## src/rtl/lut_pe_pkg.sv

```systemverilog
package lut_pe_pkg;
  localparam int LUT_INPUTS = 3;
  localparam int LUT_DEPTH  = 1 << LUT_INPUTS;
  localparam int PAIR_W     = 2 * LUT_DEPTH;

  typedef logic [LUT_DEPTH-1:0]   lut_tbl_t;
  typedef logic [LUT_INPUTS-1:0]  lut_idx_t;

  // Read address: carry at the top, then b, then a.
  function automatic lut_idx_t lut_addr(input logic av, input logic bv, input logic cv);
    return {cv, bv, av};
  endfunction

  function automatic logic lut_read(input lut_tbl_t tbl, input lut_idx_t idx);
    return tbl[idx];
  endfunction
endpackage

```

## src/rtl/slice_table_store.sv

```systemverilog
module slice_table_store
  import lut_pe_pkg::*;
#(
  parameter int SEL_W    = 3,
  parameter int SLICE_ID = 0
) (
  input  logic              clk,
  input  logic              rst,
  input  logic              cfg_we,
  input  logic [SEL_W-1:0]  cfg_sel,
  input  logic [PAIR_W-1:0] cfg_data,
  output lut_tbl_t          res_tbl,
  output lut_tbl_t          cry_tbl
);
  logic hit;
  assign hit = cfg_we && (cfg_sel == SEL_W'(SLICE_ID));

  always_ff @(posedge clk) begin
    if (rst) begin
      res_tbl <= '0;
      cry_tbl <= '0;
    end else if (hit) begin
      res_tbl <= cfg_data[LUT_DEPTH-1:0];
      cry_tbl <= cfg_data[PAIR_W-1:LUT_DEPTH];
    end
  end


  tbl_reset_chk: assert property (@(posedge clk) rst |=> (res_tbl == '0 && cry_tbl == '0));

  tbl_write_chk: assert property (@(posedge clk) disable iff (rst)
    (cfg_we && cfg_sel == SEL_W'(SLICE_ID)) |=> ({cry_tbl, res_tbl} == $past(cfg_data)));

  tbl_hold_chk: assert property (@(posedge clk) disable iff (rst)
    !(cfg_we && cfg_sel == SEL_W'(SLICE_ID)) |=> ($stable(res_tbl) && $stable(cry_tbl)));
endmodule

```

## src/rtl/slice_eval.sv

```systemverilog
module slice_eval
  import lut_pe_pkg::*;
(
  input  logic     a_bit,
  input  logic     b_bit,
  input  logic     c_in,
  input  lut_tbl_t res_tbl,
  input  lut_tbl_t cry_tbl,
  output logic     r_bit,
  output logic     c_out
);
  lut_idx_t idx;
  assign idx   = lut_addr(a_bit, b_bit, c_in);
  assign r_bit = lut_read(res_tbl, idx);
  assign c_out = lut_read(cry_tbl, idx);
endmodule

```

## src/rtl/lut_word_pe.sv

```systemverilog
module lut_word_pe
  import lut_pe_pkg::*;
#(
  parameter int WIDTH = 8
) (
  input  logic                     clk,
  input  logic                     rst,
  input  logic [WIDTH-1:0]         a,
  input  logic [WIDTH-1:0]         b,
  input  logic                     cin,
  input  logic                     cfg_we,
  input  logic [$clog2(WIDTH)-1:0] cfg_sel,
  input  logic [PAIR_W-1:0]        cfg_data,
  output logic [WIDTH-1:0]         q,
  output logic                     cout
);
  localparam int SEL_W = $clog2(WIDTH);

  logic [WIDTH:0]   carry;
  logic [WIDTH-1:0] word_next;

  assign carry[0] = cin;

  for (genvar i = 0; i < WIDTH; i++) begin : g_slice
    lut_tbl_t res_tbl;
    lut_tbl_t cry_tbl;

    slice_table_store #(.SEL_W(SEL_W), .SLICE_ID(i)) u_store (
      .clk      (clk),
      .rst      (rst),
      .cfg_we   (cfg_we),
      .cfg_sel  (cfg_sel),
      .cfg_data (cfg_data),
      .res_tbl  (res_tbl),
      .cry_tbl  (cry_tbl)
    );

    slice_eval u_eval (
      .a_bit   (a[i]),
      .b_bit   (b[i]),
      .c_in    (carry[i]),
      .res_tbl (res_tbl),
      .cry_tbl (cry_tbl),
      .r_bit   (word_next[i]),
      .c_out   (carry[i+1])
    );
  end

  always_ff @(posedge clk) begin
    if (rst) begin
      q    <= '0;
      cout <= 1'b0;
    end else begin
      q    <= word_next;
      cout <= carry[WIDTH];
    end
  end


  out_reset_chk: assert property (@(posedge clk) rst |=> (q == '0 && !cout));
endmodule

```

## config.mk

```make
export PLATFORM = sky130hd
export DESIGN_NAME = lut_word_pe
export DESIGN_NICKNAME = d
export VERILOG_FILES = /design/src/rtl/lut_pe_pkg.sv /design/src/rtl/slice_table_store.sv /design/src/rtl/slice_eval.sv /design/src/rtl/lut_word_pe.sv
export SDC_FILE = /design/constraint.sdc
export NUM_CORES = 1
export LEC_CHECK = 0
export ABC_CLOCK_PERIOD_IN_PS = 5200
export BUFFER_PORTS_ARGS = -buffer_cell sky130_fd_sc_hd__buf_2
export CORE_ASPECT_RATIO = 1.5
export CORE_MARGIN = 8
export CORE_UTILIZATION = 64
export CTS_CLUSTER_DIAMETER = 80
export DETAILED_ROUTE_END_ITERATION = 7
export PLACE_DENSITY = 0.83
export SLEW_MARGIN = 25
export SYNTH_ARGS = -nofsm -noshare
export SYNTH_HDL_FRONTEND = slang
export SYNTH_SLANG_ARGS = --single-unit
```

## constraint.sdc

```tcl
create_clock -name clk -period 5.2 [get_ports clk]
set_input_delay 1.04 -clock clk [delete_from_list [all_inputs] [get_ports clk]]
set_output_delay 1.04 -clock clk [all_outputs]
set_load 0.005 [all_outputs]
```

==> impl_results.md <==
- Outcome: finished, final reports clean
- Fin. max-slew vios: 0
- Worst hold slack: 0.4523 ns
- I/O Pins: 48
- Synth top area cells: dfxtp_1, nand2_1, a21oi_1
- Worst r2r path cells: 7
- Worst-path clk slew: 0.06 ns
- H-tree depth: 4
- Post-Layout Cell Count: 839
- Rel. slew slack: 0.3270
- Max-Cap Viols: 0
- Skew-Pair Late Insertion Delay: 0.42 ns
- Gpl congestion: 0.9480
- # clock sinks: 137
- GRT Residual Overflow: 0
- Global-route wire length before repair: 25650 um
- Die area: 12550 um^2
- Sequential share of the synthesized area: 0.4675
- Maximum VDD drop: 0.2736 mV
- Final wirelength: 16570 um
- Max Buffers Root-to-Sink: 2
- Fin crit period: 3.258 ns
- Nets: 754
- Initial detailed-routing violation count: 581
- Final setup viols: 0
- Synth top area share: 0.4675
- Min-Delay Path Class: register to register
- Clock Skew: 0.006541 ns
- Num CTS Buffers: 17
- Synthesized area: 5867 um^2
- Startpoint Class: input port
- Antenna-violating nets left: 0
- Number of distinct library cells after synthesis: 34
- Top_reg_cell synth: dfxtp_1
- Root Buffer: clkbuf_16
- P&R area growth vs syn: 15.44%
- Via/cell ratio: 6.185
- Core area: 9092 um^2
- Layout cells sized above 1: 0.1637
- EDFF count, synth: 0
- F_max: 307.0 MHz
- Initial antenna violation count: 0
- Synth Warn #: 0
- Fin area: 6773 um^2
- Setup TNS: 0 ns
- Global routing usage on met1: 0.2835
- Routing usage on met2: 0.4410
- Most crowded layer after global routing: met2
- Cells after Synth: 695
- Vias in the first global route: 5172
- Drt wl/cell: 19.75 um
- Setup Buffers After CTS: 0
- Ant. Diodes: 0
- Hold depth: 2
- WP data arrival: 3.61 ns
- Post-DP HPWL: 10410 um
- Port bufs: 47
- PwrDens: 393.0 nW/um^2
- Post-DP Area: 6065 um^2
- CP Max Fanout: 9
- Post-synth top area cell: dfxtp_1
- Die Y: 133.3 um
- CP Data Required Time: 5.56 ns
- 1st-pass router iterations: 6
- CTS resizes: 0
- Crit end category: register
- RSZ-0062 raised after global routing: false
- Syn nets: 734
- Final hold violations: 0
- Initial core utilization: 0.6452
- Ys async rst share: 0
- CTS tree: yes
- Tightest Pin Transition: 1.006 ns
- Die X: 94.18 um
- DRC Markers: 0
- Leakage: 2.418 nW
- Gr usage total: 0.2677
- Core Rows: 43
- Critical path type: input port to register
- Most common cell in the netlist: nand2_1
- Largest net degree at the start of global routing: 92
- Total chip power: 2.662 mW
- Post-CTS Hold Buffers: 0
- Met3 Use GR: 0.07038
- Most frequent cells after synthesis: nand2_1, dfxtp_1, a21oi_1
- Mean Syn Cell Area: 8.442 um^2
- Vias: 5189
- Dpl cells: 808
- Synth Register Bits: 137
- Crit share post-route: 0.6265
==> registers in the layout, summed over array words and instances (netlist names) <==
signal / cells
cout: 1
g_slice.u_store.cry_tbl: 64
g_slice.u_store.res_tbl: 64
q: 8
==> layer usage <==
layer | share of wire | vias up
met3 | 0.096 | 87
met1 | 0.34 | 2429
met5 | 0 | -
met4 | 0.075 | 0
li1 | - | 2382
met2 | 0.49 | 291
==> report_power, final <==
group / leakage [nW] / internal (mW) / switching (mW)
clock: 0.339 / 0.970 / 0.454
sequential: 1.11 / 1.07 / 0.0112
combinational: 0.971 / 0.0505 / 0.104
total: 2.42 / 2.09 / 0.569
==> cell families (layout without fill, tap and decap cells) <==
group	count (synthesis)	in the layout	synth area share
AO/OA/AOI/OAI	143	143	0.1292
flip-flops	137	137	0.4675
multiplexers	38	38	0.1418
AND/OR/NAND/NOR	328	328	0.2269
buffers and inverters	49	81	0.03455
==> worst paths after layout <==
kind	start	end	slack, ns
worst max-delay path	a[1]	cout	1.94
worst min-delay path	g_slice[1].u_store.res_tbl[5]	g_slice[1].u_store.res_tbl[5]	0.45
worst max register to register	g_slice[1].u_store.cry_tbl[7]	cout	2.43
worst min register to register	g_slice[1].u_store.res_tbl[5]	g_slice[1].u_store.res_tbl[5]	0.45
==> cell usage in the layout (no fill, tap or decap), drive strengths merged, types with 3 or more instances in the layout <==
cell	instances
nand2	274
dfxtp	137
a21oi	132
buf	50
mux4	32
clkbuf	19
nor2	13
nand3	9
bufinv	7
nor3	6
mux2i	6
nand2b	5
nor2b	4
o21ai	4
clkinv	4
or2	3
or2b	3
==> area by class of cell <==
class	instances	area [um^2]
Clock inverter	12	245.2
Timing Repair Buffer	50	260.3
Fill cell	639	2320
Tap cell	112	140.1
Clock buffer	19	452.9
Sequential cell	137	2743
Multi-Input combinational cell	509	2932
==> per-stage QoR <==
stage            util  worst slack (ns)
2_1_floorplan       -             1.957
3_3_place_gp   0.6670             1.662
3_5_place_dp   0.6670             1.591
4_1_cts        0.7438             1.985
5_1_grt        0.7449             1.888
6_report       0.7449             1.942
==> critical path, stage by stage <==
cell and delay (ns):
buf_2 0.14, mux4_2 0.55, or2b_2 0.33, a21oi_2 0.38, nor4_1 0.15, or3_1 0.43
or4_1 0.49, nand4_1 0.09
Power figures use the tool's default switching activity.
